### src/rtl/lnc_pkg.sv
package lnc_pkg;
  localparam int unsigned CMD_W    = 32;
  localparam int unsigned IMM_W    = 8;
  localparam int unsigned EXP_FLAG = 9;

  typedef enum logic [1:0] {
    ST_IDLE,
    ST_SCAN,
    ST_EMIT
  } lnc_state_e;
endpackage

### src/rtl/lnc_bit_scan.sv
module lnc_bit_scan #(
  parameter int unsigned LEN_W = 24,
  parameter int unsigned START = 8,
  localparam int unsigned POS_W = $clog2(LEN_W)
) (
  input  logic             clk_i,
  input  logic             rst_ni,
  input  logic             load_i,
  input  logic             step_i,
  input  logic [LEN_W-1:0] rem_i,
  output logic [POS_W-1:0] pos_o,
  output logic             hit_o
);
  logic [POS_W-1:0] pos_q;

  always_ff @(posedge clk_i or negedge rst_ni) begin
    if (!rst_ni)                                   pos_q <= POS_W'(START);
    else if (load_i)                               pos_q <= POS_W'(START);
    else if (step_i && pos_q != POS_W'(LEN_W - 1)) pos_q <= pos_q + 1'b1;
  end

  assign pos_o = pos_q;
  assign hit_o = rem_i[pos_q];
endmodule

### src/rtl/lnc_entry_fmt.sv
module lnc_entry_fmt
  import lnc_pkg::*;
#(
  parameter int unsigned LEN_W = 24,
  parameter int unsigned ALIGN = 4,
  localparam int unsigned POS_W = $clog2(LEN_W),
  localparam int unsigned AL_W  = $clog2(ALIGN)
) (
  input  logic [CMD_W-1:0] tmpl_i,
  input  logic [LEN_W-1:0] rem_i,
  input  logic [POS_W-1:0] pos_i,
  input  logic             dma_i,
  output logic             small_o,
  output logic [CMD_W-1:0] ent_o,
  output logic [LEN_W-1:0] chunk_o,
  output logic             last_o
);
  localparam logic [CMD_W-1:0] CNT_MASK = CMD_W'((1 << IMM_W) - 1) | (CMD_W'(1) << EXP_FLAG);
  localparam logic [IMM_W:0]   AL_M1    = (IMM_W+1)'(ALIGN - 1);

  logic [CMD_W-1:0] base;
  logic [IMM_W:0]   imm;
  logic [IMM_W:0]   rnd;

  assign base    = tmpl_i & ~CNT_MASK;
  assign small_o = rem_i <= LEN_W'((1 << IMM_W) - 1);
  assign imm     = {1'b0, rem_i[IMM_W-1:0]};

  generate
    if (AL_W > 0) begin : g_round
      always_comb begin
        rnd = imm;
        if (dma_i && imm[AL_W-1:0] != '0) rnd = (imm + AL_M1) & ~AL_M1;
      end
    end else begin : g_noround
      assign rnd = imm;
    end
  endgenerate

  always_comb begin
    if (!small_o) begin
      ent_o   = base | (CMD_W'(1) << EXP_FLAG) | CMD_W'(pos_i);
      chunk_o = LEN_W'(1) << pos_i;
      last_o  = 1'b0;
    end else if (rnd[IMM_W]) begin
      // padded count overflowed the immediate field: one 2^IMM_W chunk
      ent_o   = base | (CMD_W'(1) << EXP_FLAG) | CMD_W'(IMM_W);
      chunk_o = LEN_W'(1) << IMM_W;
      last_o  = 1'b1;
    end else begin
      ent_o   = base | CMD_W'(rnd[IMM_W-1:0]);
      chunk_o = LEN_W'(rnd);
      last_o  = 1'b1;
    end
  end
endmodule

### src/rtl/lnc_len_encoder.sv
module lnc_len_encoder
  import lnc_pkg::*;
#(
  parameter int unsigned LEN_W = 24,
  parameter int unsigned ALIGN = 4,
  localparam int unsigned POS_W = $clog2(LEN_W)
) (
  input  logic             clk_i,
  input  logic             rst_ni,
  input  logic             start_i,
  input  logic [LEN_W-1:0] len_i,
  input  logic [CMD_W-1:0] tmpl_i,
  input  logic             dma_rx_i,
  output logic             ent_valid_o,
  input  logic             ent_ready_i,
  output logic [CMD_W-1:0] ent_o,
  output logic [LEN_W-1:0] chunk_len_o,
  output logic             done_o
);
  lnc_state_e       state_q;
  logic [LEN_W-1:0] rem_q, chunk_q, fmt_chunk;
  logic [CMD_W-1:0] tmpl_q, ent_q, fmt_ent;
  logic             dma_q, last_q, done_q;
  logic             fmt_small, fmt_last, hit, scan_load, scan_step, take;
  logic [POS_W-1:0] pos;

  assign take      = state_q == ST_IDLE && start_i;
  assign scan_load = take;
  assign scan_step = state_q == ST_SCAN && !fmt_small && !hit;

  lnc_bit_scan #(.LEN_W(LEN_W), .START(IMM_W)) u_scan (
    .clk_i  (clk_i),
    .rst_ni (rst_ni),
    .load_i (scan_load),
    .step_i (scan_step),
    .rem_i  (rem_q),
    .pos_o  (pos),
    .hit_o  (hit)
  );

  lnc_entry_fmt #(.LEN_W(LEN_W), .ALIGN(ALIGN)) u_fmt (
    .tmpl_i  (tmpl_q),
    .rem_i   (rem_q),
    .pos_i   (pos),
    .dma_i   (dma_q),
    .small_o (fmt_small),
    .ent_o   (fmt_ent),
    .chunk_o (fmt_chunk),
    .last_o  (fmt_last)
  );

  always_ff @(posedge clk_i or negedge rst_ni) begin
    if (!rst_ni) begin
      state_q <= ST_IDLE;
      rem_q   <= '0;
      tmpl_q  <= '0;
      dma_q   <= 1'b0;
      ent_q   <= '0;
      chunk_q <= '0;
      last_q  <= 1'b0;
      done_q  <= 1'b0;
    end else begin
      done_q <= 1'b0;
      unique case (state_q)
        ST_IDLE: if (start_i) begin
          rem_q  <= len_i;
          tmpl_q <= tmpl_i;
          dma_q  <= dma_rx_i;
          if (len_i == '0) done_q  <= 1'b1;
          else             state_q <= ST_SCAN;
        end
        ST_SCAN: if (fmt_small || hit) begin
          ent_q   <= fmt_ent;
          chunk_q <= fmt_chunk;
          last_q  <= fmt_last;
          state_q <= ST_EMIT;
        end
        ST_EMIT: if (ent_ready_i) begin
          if (last_q || rem_q == chunk_q) begin
            rem_q   <= '0;
            done_q  <= 1'b1;
            state_q <= ST_IDLE;
          end else begin
            rem_q   <= rem_q - chunk_q;
            state_q <= ST_SCAN;
          end
        end
        default: state_q <= ST_IDLE;
      endcase
    end
  end

  assign ent_valid_o = state_q == ST_EMIT;
  assign ent_o       = ent_q;
  assign chunk_len_o = chunk_q;
  assign done_o      = done_q;
endmodule

### config.mk
export PLATFORM = sky130hd
export DESIGN_NAME = lnc_len_encoder
export DESIGN_NICKNAME = d
export VERILOG_FILES = /design/src/rtl/lnc_pkg.sv /design/src/rtl/lnc_bit_scan.sv /design/src/rtl/lnc_entry_fmt.sv /design/src/rtl/lnc_len_encoder.sv
export SDC_FILE = /design/constraint.sdc
export NUM_CORES = 1
export LEC_CHECK = 0
export ABC_AREA = 0
export ABC_CLOCK_PERIOD_IN_PS = 3350
export BUFFER_PORTS_ARGS = -buffer_cell sky130_fd_sc_hd__buf_4
export CORE_MARGIN = 5
export CORE_UTILIZATION = 50
export CTS_BUF_LIST = sky130_fd_sc_hd__clkbuf_4 sky130_fd_sc_hd__clkbuf_8 sky130_fd_sc_hd__clkbuf_16
export CTS_CLUSTER_SIZE = 24
export DETAILED_ROUTE_END_ITERATION = 16
export GPL_ROUTABILITY_DRIVEN = 0
export GPL_TIMING_DRIVEN = 0
export PLACE_DENSITY = 0.83
export SYNTH_ARGS = -nofsm -noshare
export SYNTH_HDL_FRONTEND = slang
export SYNTH_SLANG_ARGS = --single-unit
### constraint.sdc
create_clock -name clk_i -period 3.35 [get_ports clk_i]
set_input_delay 0 -clock clk_i [delete_from_list [all_inputs] [get_ports clk_i]]
set_output_delay 0 -clock clk_i [all_outputs]
set_load 0.01 [all_outputs]
=== Word-level counts from Yosys, hierarchy flattened ===
Cells that the tools add are included.

* Bits in registers: 122
* Bits in writable memories: 0
* Logic and storage cells: 68
* Memories: 0
* Latch bits: 0
* Input port bits: 61
* Output and inout bits: 58
* Memory bits (read-only): 0

* Reductions and logical operators: 18
* Equal/unequal tests: 8
* Shifts and indexed selects: 1
* Add/subtract/negate cells: 3
* $lt $le $gt $ge: 2
* Mux-type cells: 25
* $mul: 0
* Div/mod/pow operators: 0
* Bitwise operators: 2

{| class="wikitable"
|+ Operators by type and width
! cell !! count
|-
| $mux W24 || 4
|-
| $mux W32 || 2
|-
| $pmux W24 S2 || 1
|-
| $or A32 B5 Y32 || 1
|-
| $or A32 B8 Y32 || 1
|-
| $eq A24 B24 Y1 || 1
|-
| $le A24 B8 Y1 const B || 1
|-
| $logic_not A24 Y1 || 1
|-
| $shl A1 B5 Y24 const A || 1
|-
| $sub A24 B24 Y24 || 1
|-
| $mux W9 || 2
|-
| $mux W5 || 2
|-
| $add A8 B2 Y9 const B || 1
|-
| $mux W2 || 4
|-
| $mux W1 || 7
|-
| $lt A5 B6 Y1 const B || 1
|-
| $pmux W2 S3 || 1
|-
| $reduce_bool A2 Y1 || 3
|-
| $add A5 B1 Y5 const B || 1
|-
| $bmux W1 S5 || 1
|-
| $logic_and A1 B1 Y1 || 5
|-
| $ne A5 B5 Y1 const B || 1
|-
| $ne A2 B1 Y1 const B || 2
|-
| $ne A2 B2 Y1 const B || 2
|-
| 9 further kinds || 12
|}

=== Longest topological paths before layout ===
Gate-level depths: netlist of the first run.

* Depth after elaboration: 7
* Mapped depth: 11
* Gate-level depth less buffers: 11

=== Cells and area by module ===
From an unflattened synthesis of the first run, not the netlist that was laid out.

* Cell total of the unflattened synthesis: 707
* Area total of the unflattened synthesis: 7154.4 um^2

{| class="wikitable"
|+ By module, submodules not included
! module !! sequential area each (um^2) !! cells each !! area each (um^2) !! times used
|-
| lnc_len_encoder || 2927.8 || 559 || 5947.0 || 1
|-
| lnc_entry_fmt || 0.0 || 106 || 729.4 || 1
|-
| lnc_bit_scan || 126.4 || 42 || 478.0 || 1
|}

=== Worst setup path before layout of the first run ===
OpenSTA, ideal clock, no wires.

* Kind: register to register
* Start: register rem_q[0]
* End: register rem_q[20]
* Data required time: 3215 ps
* Setup time: 135 ps
* Arrival: 2384 ps
* Clock period less this slack: 2519 ps
* Path slack: 831 ps
* Stages on the path, launching flop included: 12
* Cells stage by stage: dfrtp_1 inv_1 ha_1 inv_1 fa_1 a21oi_1 o22ai_1 a221oi_1 nor4_1 nor3_1 xor2_1 o21ai_0

* Longest elaborated chain between the ends: 5
* Elaborated cells between the ends (all ways): 6

{| class="wikitable"
|+ Ends and longest elaborated chain
! what !! RTL line !! text
|-
| start: declaration || lnc_len_encoder.sv:21 || <nowiki>logic [LEN_W-1:0] rem_q, chunk_q, fmt_chunk;</nowiki>
|-
| start signal: assignment || lnc_len_encoder.sv:66 || <nowiki>rem_q <= len_i;</nowiki>
|-
| start signal: assignment || lnc_len_encoder.sv:84 || <nowiki>rem_q <= rem_q - chunk_q;</nowiki>
|-
| parallel branches: the longest is 2 deep, another holds $sub A24 B24 Y24 || -- ||
|-
| $mux W24 * || lnc_len_encoder.sv:79 || <nowiki>if (last_q || rem_q == chunk_q) begin</nowiki>
|-
| $mux W24 * || lnc_len_encoder.sv:78 || <nowiki>ST_EMIT: if (ent_ready_i) begin</nowiki>
|-
| $pmux W24 S2 * || lnc_len_encoder.sv:64 || <nowiki>unique case (state_q)</nowiki>
|}

Every way passes the cells marked *. The select of a mux whose other input is x is not followed.
A chain may end at the register's enable or synchronous reset.

=== Worst setup path in the final report of the first run ===
* Start: register rem_q[4]
* End: register rem_q[16]

The elaborated chain is that of the path after synthesis.

==> impl_results.md, run 1 <==
* Outcome: finished clean
* Crit start category: flop
* Hold path startpoint: start_i
* Worst-path fanout max at 7
* CP Cell Sequence: ha_1 -> a211oi_1 -> o22ai_1 -> a221oi_1 -> o21ai_0 -> xnor2_1 -> o22ai_1
* GR peak layer: met2
* Seq/Total Area, Yosys at 0.441
* Commonest cells in the netlist: dfrtp_1 (112), nand2_1 (60), a21oi_1 (54), nor2_1 (46), inv_1 (38)
* Core ar. at 12,600 sq um
* Cell Area, Placed at approximately 7500 sq um
* Final Setup Violations at 0
* Hold path depth at 3
* F_max at 328 MHz
* CP Capture Type: flop
* Synthesis-to-layout area growth at 33.9%
* Max stage delay on crit path at between 0.7 and 0.8 ns
* ANT cells at 0
* CP dominant cell by count: o22ai_1
* Critical Path Start: rem_q[4]
* GRT Total Usage at 0.268
* Setup Skew at around 0.0066 ns
* Leakage at 0.00379 uW
* Tcrit/Tclk final at 0.910
* Sw power at approximately 3600 uW
* Die Y at ~120 microns
* Dpl hpwl at 13,600 microns
* Largest net degree at the start of global routing at 63
* Vias at 6,025
* Crit path buf inv count at 0
* Post-CTS Setup Bufs at 0
* CTS Root Cell: clkbuf_16
* Synth warn at 0
* H-tree depth at 4
* Final instance area at 8600 sq um
* Reg-to-reg slack, setup at 0.30 ns
* VDD IR max at approximately 520 uV
* PwrDens at between 1000 and 1500 nW/um^2
* Die X at around 120 microns
* Vias in the first global route at between 6,000 and 7,000
* Required time of the critical path at 3.63 ns
* Max capacitance violation total at 0
* Setup CP Type: flop to flop
* CTS tree: yes
* WP data arrival at 3.33 ns
* Router iterations before antenna repair at 5
* Total design power at 8660 uW
* Cell family with the largest share of critical-path delay: compound AO/OA/AOI/OAI gates
* Flop pwr share at 0.282
* Remaining Overflow, GRT at 0
* Row count at 41
* First-pass GRT wire length at approximately 30,000 microns
* Starting Density at 0.509
* WL/cell at 18.9 microns
* Placed cells at 950
* R2R cell count at 7
* CTS Buffer Depth at 2
* Distinct cell type count after synthesis at 56
* Cell taking the most area after synthesis: dfrtp_1
* IO Count at between 100 and 150
* Post-synthesis register bit count at 113
* Fraction of registers with async set/reset at 1.00
* Detail Route Antenna Nets at 0
* GR Util met3 at 0.0988
* Hold EP: dma_q
* CTS buffer count at 17
* Post-Syn Area at 6420 sq um
* Post-synth top area share at 0.436
* Met1 Track Usage GR at 0.311
* Cells after synthesis at 668
* Reg2Reg Capture Point: rem_q[16]
* Synth Net Count at 759
* Internal at 5030 uW
* Post-synth top flop: dfrtp_1
* Comb power frac at 0.506
* Final #Nets at approximately 940
* Total clock sinks at 113
* Post-synth EDFFs at 0
* Final Hold Vio Count at 0
* Slew Viols, Final at 0
* Most frequent cell after synthesis: dfrtp_1
* Initial antenna violation count at 0
* Final min period at 3.05 ns
* Relative slew slack at 0.426
* Fin cells at 1,033
* Worst-Margin Slew at approximately 0.86 ns
* DRT iter0 DRCs at ~560
* Via/cell ratio at 5.83
* Switching Fraction at 0.419
* Die area at between 15,000 and 20,000 sq um
* TNS Setup at 0 ns
* Final WL at 19,600 microns
* DRC Markers at 0
* Clk_lat worst skew at 0.42 ns
* Slowest-stage cell, CP: a221oi_1
* Ranking of synthesized cells by area: dfrtp_1 (44%), ha_1 (5.7%), mux2_2 (4.9%)
* RSZ-0062 raised after global routing: no
* PortBufs at 109
* R2R Path Start: rem_q[4]
* Clock power share at 0.212
* Post-synthesis average cell area at 9.61 sq um
* Clk pin slew, worst setup/hold paths at about 0.06 ns
* GR Util met2 at 0.449
* Share of layout cells above drive strength 1 at 0.222
* Hold Path Class: input pin to flop
## cells by family after synthesis
family                   after synthesis  synth area share
multiplexers                          59             0.110
AO/OA/AOI/OAI                        169             0.161
adder cells (fa/ha/maj)               30            0.0596
flip-flops                           113             0.441
XOR/XNOR                              28            0.0382
AND/OR/NAND/NOR                      190             0.141
buffers and inverters                 79            0.0505
## how the worst max path moves through the flow
stage	end	slack, ns	depth (start not counted)
final	rem_q[16]	0.30	7
after global routing	rem_q[20]	0.06	11
after CTS	rem_q[9]	0.37	9
after detailed placement	rem_q[16]	0.36	10
after global placement	rem_q[20]	0.34	11
after floorplan	rem_q[20]	0.83	11
## worst min-delay path, stage by stage
cell and delay (ns):
buf_4 0.11, nor3b_1 0.21, mux2_2 0.25
## what timing repair did
action	in CTS	in global routing
hold buffers	51	0
resized for setup	0	0
endpoints found under the hold margin	112	0
## cells in the final DEF (no fill, tap or decap), types with 12 or more instances in the layout
cell           Yosys  layout
xnor2_1           15      15
ha_1              29      29
dlygate4sd3_1      0      51
mux2_1            23      23
inv_1             38      38
nor3_1            13      13
mux2_2            28      28
a21oi_1           54      54
o21ai_0           29      29
clkbuf_16          0      17
nand2_1           60      60
dfrtp_1          112     112
o21ai_1           22      22
nand4_1           12      12
a211oi_1          13      13
xor2_1            13      13
buf_4              6     115
nor2_1            46      46
nand3_1           14      14
clkbuf_1          28      28
## cell type report
type / instances / area, sq um
multi-input cells: 476 / 3270
repair buffers: 161 / 1360
fillers: 967 / 4020
plain buffers: 41 / 181
clock buffers: 21 / 474
well taps: 172 / 215
flip-flops and latches: 113 / 2830
inverters: 38 / 143
clock inverters: 11 / 130
## power by group through the flow
stage          Clock (uW)  Combinational [uW]  Sequential, uW
2_1_floorplan           0                2910            2380
3_3_place_gp            0                4150            2400
3_5_place_dp            0                4240            2420
4_1_cts              1840                4330            2420
5_1_grt              1910                4820            2510
6_report             1830                4390            2440
## sequential cells by signal, summed over array words and instances (netlist names)
signal / flops
u_scan.pos_o: 5
ent_o: 32
tmpl_q: 23
rem_q: 24
done_o: 1
state_q: 2
last_q: 1
dma_q: 1
chunk_len_o: 24
## metrics by stage
step,hold slack (ns),util,worst slack [ns]
2_1_floorplan,-0.296,-,0.831
3_3_place_gp,0.202,0.591,0.342
3_5_place_dp,0.143,0.593,0.365
4_1_cts,0.167,0.681,0.369
5_1_grt,0.183,0.681,0.0608
6_report,0.183,0.681,0.302
## per-layer routing
layer / vias up / share of wire
li1: 2756 / -
met1: 2854 / 0.38
met2: 356 / 0.49
met3: 59 / 0.099
met4: 0 / 0.034
met5: - / 0
Note: power is estimated with default switching activity, not from simulation.
==> inputs of run 2 (changes only) <==
CORE_UTILIZATION = 35   (was 50)
CTS_CLUSTER_SIZE = not set   (was 24)
PLACE_DENSITY = 0.65   (was 0.83)
==> impl_results.md, run 2 (same netlist as run 1, synthesis figures left out) <==
* Outcome: finished clean (unchanged)
* PortBufs at 109 (unchanged)
* Share of layout cells above drive strength 1 at 0.222 (about the same)
* Die X at 145 microns (was 123 microns)
* CTS tree: yes (unchanged)
* Hold Path Class: input pin to async pin (was input pin to flop)
* Row count at 49 (was 41)
* Total clock sinks at 113 (unchanged)
* Worst-path fanout max at 7 (unchanged)
* Die area at 21,200 sq um (was 15,200 sq um)
* Most frequent cells in the layout: buf_4 (114), dfrtp_1 (112), nand2_1 (60) (was buf_4 (115), dfrtp_1 (112), nand2_1 (60))
* CTS buffer count at 17 (unchanged)
* Core ar. at 18,000 sq um (was 12,600 sq um)
* Slew Viols, Final at 0 (unchanged)
* ANT cells at 0 (unchanged)
* TNS Setup at 0 ns (unchanged)
* Final min period at 3.14 ns (was 3.05 ns)
* CTS Root Cell: clkbuf_16 (unchanged)
* CP Capture Type: flop (unchanged)
* Starting Density at 0.356 (was 0.509)
* RSZ-0062 raised after global routing: no (unchanged)
* VDD IR max at 507 uV (was 524 uV)
* Final Setup Violations at 0 (unchanged)
* Via/cell ratio at 5.34 (was 5.83)
* Clk pin slew, worst setup/hold paths at 0.06 ns (about the same)
* Final #Nets at 940 (was 939)
* Max capacitance violation total at 0 (unchanged)
* IO Count at 119 (unchanged)
* Largest net degree at the start of global routing at 58 (was 63)
* Largest register FFs at 32 (unchanged)
* Remaining Overflow, GRT at 0 (unchanged)
* Tcrit/Tclk final at 0.937 (was 0.910)
* Crit start category: flop (unchanged)
* Setup Skew at 0.0141 ns (was 0.00662 ns)
* Vias at 5,824 (was 6,025)
* Dpl hpwl at 14,800 microns (was 13,600 microns)
* Detail Route Antenna Nets at 0 (unchanged)
* First-pass GRT wire length at 33,000 microns (was 30,900 microns)
* GRT Total Usage at 0.193 (was 0.268)
* Post-route setup slack at 0.211 ns (was 0.302 ns)
* CTS Buffer Depth at 2 (unchanged)
* Clk_lat worst skew at 0.43 ns (was 0.42 ns)
* Router iterations before antenna repair at 5 (unchanged)
* WP data arrival at 3.42 ns (was 3.33 ns)
* Initial antenna violation count at 0 (unchanged)
* Critical Path Start: rem_q[4] (unchanged)
* H-tree depth at 4 (unchanged)
* Final WL at 20,000 microns (was 19,600 microns)
* Final Hold Vio Count at 0 (unchanged)
* Leakage at 0.00380 uW (was 0.00379 uW)
* Pre-CTS setup slack at 0.334 ns (was 0.365 ns)
* Relative slew slack at 0.423 (was 0.426)
* Die Y at 145 microns (was 123 microns)
* Vias in the first global route at 6,043 (was 6,084)
* R2R Path Start: rem_q[4] (unchanged)
* FILL cells at 1,728 (was 967)
* Required time of the critical path at 3.63 ns (about the same)
* Synthesis-to-layout area growth at 35.4% (was 33.9%)
* WL/cell at 18.3 microns (was 18.9 microns)
* Setup CP Type: flop to flop (unchanged)
* DRC Markers at 0 (unchanged)
* Commonest non-fill, non-tap cell in the layout: buf_4 (unchanged)
* DRT iter0 DRCs at 419 (was 558)
* Worst-Margin Slew at 0.864 ns (was 0.861 ns)
* F_max at 319 MHz (was 328 MHz)
* PwrDens at 1000 nW/um^2 (was 1010 nW/um^2)
-- run 2: changes by cell type in the layout (fill, tap and decap cells not counted), sizes merged --
cell | previous run | this run
clkinvlp | 4 | 2
inv | 39 | 41
clkbuf | 49 | 46
bufinv | 2 | 3
clkinv | 4 | 6
dlygate4sd3 | 51 | 52
-- run 2: layer usage --
| layer | track usage | vias to the layer above | part of all wire |
|---|---|---|---|
| met4 | 0.0653 | 0 | 0.023 |
| met5 | 0 | - | 0 |
| met3 | 0.0564 | 31 | 0.092 |
| met2 | 0.306 | 262 | 0.46 |
| met1 | 0.253 | 2766 | 0.43 |
| li1 | - | 2765 | - |
-- run 2: area by class of cell --
cell class / instances / area [sq um] / share of cell area
clock inverter: 14 / 180 / 0.0207
clock buffer: 18 / 439 / 0.0505
sequential: 113 / 2830 / 0.325
timing repair buffer: 162 / 1370 / 0.158
inverter: 38 / 143 / 0.0164
tap: 229 / 287 / 0.0329
buffer: 41 / 181 / 0.0209
multi-input combinational: 476 / 3270 / 0.376
-- run 2: where the power goes --
part	internal, uW	switching (uW)	total (uW)
logic	1930	2470	4390
registers	1940	493	2430
clock network	1200	698	1900
-- run 2: stage by stage --
step / std cells / utilization / total power, uW / hold slack, ns / area [sq um]
after global placement: 1006 / 0.418 / 6670 / 0.205 / 7530
after detailed placement: 1007 / 0.419 / 6740 / 0.00637 / 7560
final: 1091 / 0.483 / 8720 / 0.110 / 8700
after global routing: 1091 / 0.483 / 9390 / 0.172 / 8700
after floorplan: 668 / - / 5290 / -0.296 / 6420
after CTS: 1091 / 0.483 / 8740 / 0.115 / 8700
-- run 2: timing repair --
action,4_1_cts,5_1_grt
hold endpoints to repair,119,0
hold buffers,52,0
gates resized for setup,0,0
setup buffers,0,0
-- run 2: worst paths after layout --
check / cells past startpoint / endpoint / slack, ns
max: 8 / rem_q[18] / 0.21
min: 2 / tmpl_q[26] / 0.11
max reg2reg: 8 / rem_q[18] / 0.21
min reg2reg: 1 / ent_o[30] / 0.48
max in group asynchronous: 3 / rem_q[21] / 2.55
min in group clk_i: 3 / dma_q / 0.20
-- run 2: critical path, cell delays in order, from the launching register on --
cell	delay, ns
dfrtp_1	0.50
ha_1	0.41
a211oi_1	0.41
o22ai_1	0.24
a221oi_1	0.78
nand2_1	0.13
a21oi_1	0.21
xor2_1	0.21
o21ai_0	0.10
==> inputs of run 3 (changes only) <==
CORE_ASPECT_RATIO = 0.6   (was not set)
==> impl_results.md, run 3 (same netlist as run 1, synthesis figures left out) <==
* Starting Density at 0.355 (was 0.356)
* Total clock sinks at 113 (unchanged)
* Crit start category: flop (unchanged)
* Met1 wire length at 10,600 microns (was 8570 microns)
* First-pass GRT wire length at 33,100 microns (was 33,000 microns)
* Via/cell ratio at 5.39 (was 5.34)
* Commonest non-fill, non-tap cell in the layout: buf_4 (unchanged)
* Leakage at 0.00379 uW (was 0.00380 uW)
* CTS Root Cell: clkbuf_16 (unchanged)
* Tcrit/Tclk final at 0.928 (was 0.937)
* Worst hold margin at 0.0781 ns (was 0.110 ns)
* TNS Setup at 0 ns (unchanged)
* Reg2Reg Capture Point: rem_q[9] (was rem_q[18])
* Setup CP Type: flop to flop (unchanged)
* Synthesis-to-layout area growth at 34.9% (was 35.4%)
* Highest routed layer: met4 (unchanged)
* IO Count at 119 (unchanged)
* CTS Buffer Depth at 2 (unchanged)
* Max capacitance violation total at 0 (unchanged)
* Post-CTS Setup Bufs at 0 (unchanged)
* Reg-to-reg slack, setup at 0.24 ns (was 0.21 ns)
* Worst-Margin Slew at 1.01 ns (was 0.864 ns)
* CP endpoint: rem_q[9] (was rem_q[18])
* Router iterations before antenna repair at 5 (unchanged)
* Dpl hpwl at 15,800 microns (was 14,800 microns)
* WL/cell at 19.2 microns (was 18.3 microns)
* WL met3 at 2220 microns (was 1840 microns)
* Final WL at 21,100 microns (was 20,000 microns)
* Critical Path Stages at 9 (was 8)
* Comb power frac at 0.520 (was 0.504)
* Max stage delay on crit path at 0.50 ns (was 0.78 ns)
* Initial antenna violation count at 0 (unchanged)
* Final min period at 3.11 ns (was 3.14 ns)
* R2R Path Start: rem_q[17] (was rem_q[4])
* Critical Path Start: rem_q[17] (was rem_q[4])
* Clock power share at 0.203 (was 0.217)
* PwrDens at 1010 nW/um^2 (was 1000 nW/um^2)
* Hold Path Class: input pin to async pin (unchanged)
* VDD IR max at 433 uV (was 507 uV)
* Detail Route Antenna Nets at 0 (unchanged)
* Switching Fraction at 0.437 (was 0.420)
* Outcome: finished clean (unchanged)
* Most frequent cells in the layout: buf_4 (114), dfrtp_1 (112), nand2_1 (60) (unchanged)
* Routed wl met2 at 8130 microns (was 9150 microns)
* Remaining Overflow, GRT at 0 (unchanged)
* Slowest-stage cell, CP: nor3_1 (was a221oi_1)
* Die area at 21,200 sq um (about the same)
* CP Capture Type: flop (unchanged)
* GRT Total Usage at 0.203 (was 0.193)
* Fin cells at 1,101 (was 1,091)
* Internal at 4910 uW (was 5060 uW)
* Setup Skew at 0.0114 ns (was 0.0141 ns)
* Final Setup Violations at 0 (unchanged)
* Util after Layout at 0.480 (was 0.483)
* CP dominant cell by count: nor2_1
* R2R cell count at 9 (was 8)
* RSZ-0062 raised after global routing: no (unchanged)
* H-tree depth at 4 (unchanged)
* F_max at 322 MHz (was 319 MHz)
* ANT cells at 0 (unchanged)
* Pre-CTS setup slack at 0.140 ns (was 0.334 ns)
* Required time of the critical path at 3.63 ns (about the same)
* CTS buffer count at 17 (unchanged)
* CP Cell Sequence: ha_1 -> clkbuf_1 -> nand4_1 -> nor3_1 -> a41o_1 -> clkbuf_2 -> nor2_1 -> a221oi_1 -> nor2_1 (was ha_1 -> a211oi_1 -> o22ai_1 -> a221oi_1 -> nand2_1 -> a21oi_1 -> xor2_1 -> o21ai_0)
* PortBufs at 109 (unchanged)
* Row count at 38 (was 49)
* DRT iter0 DRCs at 535 (was 419)
* Vias in the first global route at 5,696 (was 6,043)
* Core ar. at 18,100 sq um (was 18,000 sq um)
* DRC Markers at 0 (unchanged)
* Crit path buf inv count at 2 (was 0)
* Share of layout cells above drive strength 1 at 0.224 (was 0.222)
* Largest net degree at the start of global routing at 78 (was 58)
* Die Y at 115 microns (was 145 microns)
* WP data arrival at 3.39 ns (was 3.42 ns)
* Post-route setup slack at 0.242 ns (was 0.211 ns)
* Relative slew slack at 0.322 (was 0.423)
* Clk_lat worst skew at 0.41 ns (was 0.43 ns)
* CTS tree: yes (unchanged)
* Sw power at 3820 uW (was 3660 uW)
* Flop pwr share at 0.277 (was 0.279)
* Largest register FFs at 32 (unchanged)
* Vias at 5,930 (was 5,824)
* Clk pin slew, worst setup/hold paths at 0.06 ns (about the same)
* Slew Viols, Final at 0 (unchanged)
* Final #Nets at 939 (was 940)
* Final Hold Vio Count at 0 (unchanged)
* Die X at 185 microns (was 145 microns)
* Cell family with the largest share of critical-path delay: simple AND/OR/NAND/NOR gates (was compound AO/OA/AOI/OAI gates)
* Placed cells at 1,018 (was 1,007)
* Worst-path fanout max at 10 (was 7)
==> run 3: timing repair <==
item / CTS / global route
setup endpoints to repair: 0 / 12
hold endpoints to repair: 163 / 0
resized for setup: 0 / 3
hold buffers: 51 / 0
==> run 3: metal layers <==
metal | up-vias | global-route usage
li1 | 2757 | -
met1 | 2872 | 0.330
met2 | 279 | 0.259
met3 | 22 | 0.0651
met4 | 0 | 0.0367
met5 | - | 0
==> run 3: final cells by class <==
type | count | area, sq um
sequential | 113 | 2830
multi-input combinational | 476 | 3270
clock buffer | 17 | 425
clock inverter | 15 | 149
tap | 240 | 300
fill | 1738 | 9400
timing repair buffer | 161 | 1360
inverter | 38 | 143
buffer | 41 | 183
==> run 3: worst min-delay path by stage <==
| stage | to | slack (ns) | cells after the start |
|---|---|---|---|
| 2_1_floorplan | chunk_len_o[0] | -0.30 | 0 |
| 3_3_place_gp | state_q[1] | 0.22 | 2 |
| 3_5_place_dp | tmpl_q[11] | -0.07 | 1 |
| 4_1_cts | tmpl_q[11] | 0.09 | 2 |
| 5_1_grt | tmpl_q[11] | 0.11 | 2 |
| 6_report | tmpl_q[11] | 0.08 | 2 |
==> run 3: through the flow <==
step	total power, uW	instance area, sq um
global placement	6730	7540
global route	9340	8660
finish	8730	8660
floorplan	5290	6420
CTS	8670	8660
detailed placement	6800	7570
==> run 3: power by group through the flow <==
stage	clock, uW	combinational, uW	sequential (uW)
4_1_cts	1810	4450	2410
3_3_place_gp	0	4300	2420
6_report	1780	4540	2420
2_1_floorplan	0	2910	2380
5_1_grt	1860	4980	2490
3_5_place_dp	0	4370	2430
